[src/rtl/clkpm_pkg.sv]
package clkpm_pkg;

    localparam int CTRL_W = 5;
    localparam int STAT_W = CTRL_W + 1;

    // Field order is the software-visible bit order, LSB last.
    typedef struct packed {
        logic pll_en;
        logic ratio12;
        logic dbl;
        logic pdown;
        logic idle;
    } ctrl_t;

endpackage

[src/rtl/clkpm_sync.sv]
module clkpm_sync #(
    parameter int STAGES = 2
) (
    input  logic clk,
    input  logic rst_n,
    input  logic din,
    output logic dout
);

    logic [STAGES-1:0] sync_d, sync_q;

    generate
        if (STAGES == 1) begin : g_one
            always_comb sync_d = din;
        end else begin : g_many
            always_comb sync_d = {sync_q[STAGES-2:0], din};
        end
    endgenerate

    always_ff @(posedge clk or negedge rst_n) begin
        if (!rst_n) sync_q <= '0;
        else        sync_q <= sync_d;
    end

    assign dout = sync_q[STAGES-1];

endmodule

[src/rtl/clkpm_perdiv.sv]
module clkpm_perdiv #(
    parameter int SLOW = 12,
    parameter int FAST = 6
) (
    input  logic clk,
    input  logic rst_n,
    input  logic hold,
    input  logic fast_sel,
    output logic tick
);

    localparam int CW = $clog2(SLOW);
    localparam logic [CW-1:0] SLOW_LAST = CW'(SLOW - 1);
    localparam logic [CW-1:0] FAST_LAST = CW'(FAST - 1);

    logic [CW-1:0] cnt_d, cnt_q;
    logic [CW-1:0] last;

    always_comb begin
        last  = fast_sel ? FAST_LAST : SLOW_LAST;
        cnt_d = cnt_q;
        if (!hold) begin
            // >= so a switch to the shorter period wraps at once
            if (cnt_q >= last) cnt_d = '0;
            else               cnt_d = cnt_q + 1'b1;
        end
    end

    always_ff @(posedge clk or negedge rst_n) begin
        if (!rst_n) cnt_q <= '0;
        else        cnt_q <= cnt_d;
    end

    assign tick = !hold && (cnt_q == last);

endmodule

[src/rtl/clkpm_ctrl.sv]
module clkpm_ctrl
    import clkpm_pkg::*;
#(
    parameter int SYNC_STAGES = 2,
    parameter int PER_SLOW    = 12,
    parameter int PER_FAST    = 6
) (
    input  logic              clk,
    input  logic              rst_n,
    input  logic              reg_wr,
    input  logic [CTRL_W-1:0] reg_wdata,
    input  logic              pll_lock_in,
    input  logic              wake_irq,
    input  logic              wake_usb,
    output logic              cpu_ce,
    output logic              per_ce,
    output logic              usb_ce,
    output logic [STAT_W-1:0] stat_rdata
);

    typedef struct packed {
        ctrl_t ctrl;
        logic  half;
        logic  lock;
    } state_t;

    state_t st_d, st_q;
    logic   lock_sync;
    logic   wake;

    clkpm_sync #(.STAGES(SYNC_STAGES)) u_lock_sync (
        .clk   (clk),
        .rst_n (rst_n),
        .din   (pll_lock_in),
        .dout  (lock_sync)
    );

    clkpm_perdiv #(.SLOW(PER_SLOW), .FAST(PER_FAST)) u_perdiv (
        .clk      (clk),
        .rst_n    (rst_n),
        .hold     (st_q.ctrl.pdown),
        .fast_sel (st_q.ctrl.dbl && !st_q.ctrl.ratio12),
        .tick     (per_ce)
    );

    assign wake = wake_irq || wake_usb;

    always_comb begin
        st_d      = st_q;
        st_d.half = !st_q.half;
        if (reg_wr) st_d.ctrl = ctrl_t'(reg_wdata);
        if (wake) begin
            st_d.ctrl.idle  = 1'b0;
            st_d.ctrl.pdown = 1'b0;
        end
        st_d.lock = st_q.ctrl.pll_en && lock_sync;
    end

    always_ff @(posedge clk or negedge rst_n) begin
        if (!rst_n) st_q <= '0;
        else        st_q <= st_d;
    end

    assign cpu_ce     = !st_q.ctrl.idle && !st_q.ctrl.pdown &&
                        (st_q.ctrl.dbl || st_q.half);
    assign usb_ce     = st_q.lock && !st_q.ctrl.pdown;
    assign stat_rdata = {st_q.lock, st_q.ctrl};

endmodule

[config.mk]
export PLATFORM = sky130hd
export DESIGN_NAME = clkpm_ctrl
export DESIGN_NICKNAME = d
export VERILOG_FILES = /design/src/rtl/clkpm_pkg.sv /design/src/rtl/clkpm_sync.sv /design/src/rtl/clkpm_perdiv.sv /design/src/rtl/clkpm_ctrl.sv
export SDC_FILE = /design/constraint.sdc
export NUM_CORES = 1
export LEC_CHECK = 0
export CAP_MARGIN = 10
export CELL_PAD_IN_SITES_DETAIL_PLACEMENT = 2
export CELL_PAD_IN_SITES_GLOBAL_PLACEMENT = 2
export CORE_UTILIZATION = 30
export DETAILED_ROUTE_END_ITERATION = 8
export GPL_ROUTABILITY_DRIVEN = 1
export PLACE_DENSITY = 0.78
export RECOVER_POWER = 100
export SETUP_SLACK_MARGIN = 0.5
export SYNTH_ARGS = -nofsm -noshare
export SYNTH_HDL_FRONTEND = slang
export SYNTH_HIERARCHICAL = 1
export SYNTH_SLANG_ARGS = --single-unit
[constraint.sdc]
create_clock -name clk -period 3.1 [get_ports clk]
set_input_delay 0.31 -clock clk [delete_from_list [all_inputs] [get_ports clk]]
set_output_delay 0.31 -clock clk [all_outputs]
set_load 0.005 [all_outputs]
==> impl_metrics.tcl <==
set metrics [dict create \
    fin_skew_ns 0.00230 \
    place_area_um2 853 \
    h-tree-depth 1 \
    final_common_cell "dfrtp_1" \
    cts_buffers 3 \
    cts_resized 0 \
    dieWidth_um 49.8 \
    stdcell_area_um2 856 \
    grt_max_degree 14 \
    status "completed" \
    fill_cells 225 \
    cp_cell_sequence "nor2b_1 > inv_1 > ha_1 > nand2_2 > nor3_1 > dlygate4sd3_1" \
    ys_ff_latch 13 \
    grtUsageMet1_pct 17.5 \
    finalCritPeriodShare_pct 78.3 \
    finalHoldViolCount 0 \
    grt_pass1_wl_um 2490 \
    yosysUniqueCellTypes 22 \
    dpl.hpwl_um 1110 \
    worst-path-buf-inv 2 \
    regArea_um2 325 \
    grt_pass1_vias 543 \
    io_buffers 19 \
    cp_max_fo 4 \
    worstPathArrival_ns 2.12 \
    place.gp.congestion 0.761 \
    total_power_w 0.000543 \
    crit_family "buffers and inverters" \
    num_vias 492 \
    avgSynthCellArea_um2 11.6 \
    max_slew.worst_pin.slew_ns 0.560 \
    maxCapViolations 0 \
    setup_viol 0 \
    syn_inst 59 \
    cts_sinks 13 \
    drv_slew 0 \
    cts_tree "built" \
    use_met2_pct 21.4 \
    cts_buffer_depth 2 \
    slew_headroom_pct 62.5 \
    std_cell_rows 16 \
    insertedDiodeCount 0 \
    start_kind "flop" \
    die_area_um2 2480 \
    vias_per_cell 4.82 \
    tns_ns 0 \
    ys_seq_area_share_pct 47.4 \
    clk_pin_slew_worst_paths_ns 0.08 \
    clk_latency_ns 0.27 \
    hold_class "flop to flop" \
    max_freq_ghz 0.412 \
    io_pins 20 \
    multi_input_area_um2 265 \
    drc 0 \
    cts_hold_buf 0 \
    cpMaxStageDelayCell "dlygate4sd3_1" \
    ant_nets 0 \
    r2r_setup_slack_ns 1.30 \
    drtIter0Drc 5 \
    fin_crit_ns 2.43 \
    core_um2 2060 \
    drive_gt1_share_pct 8.00 \
    busiest_layer "met2" \
    met3_usage_pct 3.70 \
    required_ns 2.79 \
    rsz0062_at_grt "false" \
    post_cts_buffers 0 \
    critPathMaxStageDelay_ns 0.58 \
    syn_to_final_growth_pct 24.8 \
    fin_nets 91 \
    ys.warnings.count 6 \
    grt_use_total_pct 13.6 \
    drt_wl_total_um 1360 \
    syn_area_um2 686 \
    synth_nets 74 \
    grt_overflow 0 \
    peakVddDrop_mv 0.424 \
    power.density_nw_per_um2 635 \
    critical_path_class "flop to output pin" \
    final_cell_mix "dfrtp_1, dlygate4sd3_1, clkdlybuf4s50_1" \
    start_util_pct 33.3 \
    antenna_found_initial 0 \
    cts_root_buffer "clkbuf_4" \
    end_kind "output pin" \
    wl_per_cell_um 13.3 \
    dr.pass1.iters 2 \
    die_y_um 49.8 \
    p_leak_nw 0.390 \
]
[metal layers]
| layer | vias up | wire, um |
|---|---|---|
| met4 | 0 | 10 |
| met5 | - | 0 |
| met2 | 10 | 665 |
| met3 | 3 | 47 |
| li1 | 230 | - |
| met1 | 249 | 636 |
[Yosys cell counts]
master,count,area share [%]
and2_1,1,0.91
o31ai_1,2,2.2
nor3_1,4,2.9
a21oi_2,1,1.3
o21ai_0,2,1.5
mux2i_1,2,2.9
a21oi_4,1,2.4
nand2_2,1,0.91
nor2b_1,2,1.8
o211ai_2,1,1.8
buf_6,1,1.6
nor2_1,2,1.1
ha_1,4,7.3
nand2_1,4,2.2
o32ai_2,1,2.4
nand3_1,2,1.5
mux2_4,3,6.6
inv_1,4,2.2
o211a_1,1,1.5
dfrtp_1,13,47
a21o_1,1,1.1
buf_4,6,6.6
[flip-flops by register name, summed over array words and instances (netlist names)]
register / flops
u_lock_sync/sync_q: 2
stat_rdata: 6
u_perdiv/cnt_q: 4
st_q: 1
[layout make-up]
type | instances | share of cell area (%)
multi-input cells | 35 | 31.0
clock buffers | 4 | 3.07
repair buffers | 19 | 22.2
inverters | 4 | 1.75
well taps | 27 | 3.95
flip-flops and latches | 13 | 38.0
[report_power, final]
| part | internal, W | total, W | switching (W) |
|---|---|---|---|
| registers | 0.000203 | 0.000242 | 0.0000392 |
| clock network | 0.0000499 | 0.000103 | 0.0000532 |
| logic | 0.0000990 | 0.000198 | 0.0000990 |
| total | 0.000352 | 0.000543 | 0.000191 |
[kinds of logic after synthesis]
| group | share of synthesized area (%) |
|---|---|
| simple gates | 11.3 |
| buf+inv | 10.4 |
| mux | 9.49 |
| flops | 47.4 |
| fa+ha+maj | 7.30 |
| compound gates | 14.1 |
[worst paths after layout]
path                                       startpoint                     to  cells past startpoint
worst min-delay path            u_lock_sync/sync_q[0]  u_lock_sync/sync_q[1]                      0
min in group asynchronous                       rst_n  u_lock_sync/sync_q[0]                      1
worst max-delay path                    stat_rdata[2]                 per_ce                      6
max in group asynchronous                       rst_n      u_perdiv/cnt_q[3]                      1
worst min register to register  u_lock_sync/sync_q[0]  u_lock_sync/sync_q[1]                      0
worst max register to register          stat_rdata[2]      u_perdiv/cnt_q[2]                      7
[metrics by stage]
stage / cells / utilization, % / hold WS [ns] / setup slack, ns
2_1_floorplan: 59 / - / 0.0144 / 1.57
3_3_place_gp: 98 / 41.4 / 0.336 / 1.08
3_5_place_dp: 98 / 41.4 / 0.343 / 0.974
4_1_cts: 102 / 42.7 / 0.362 / 0.661
5_1_grt: 102 / 41.5 / 0.366 / 0.483
6_report: 102 / 41.5 / 0.358 / 0.672
Note: power is estimated with default switching activity, not from simulation.
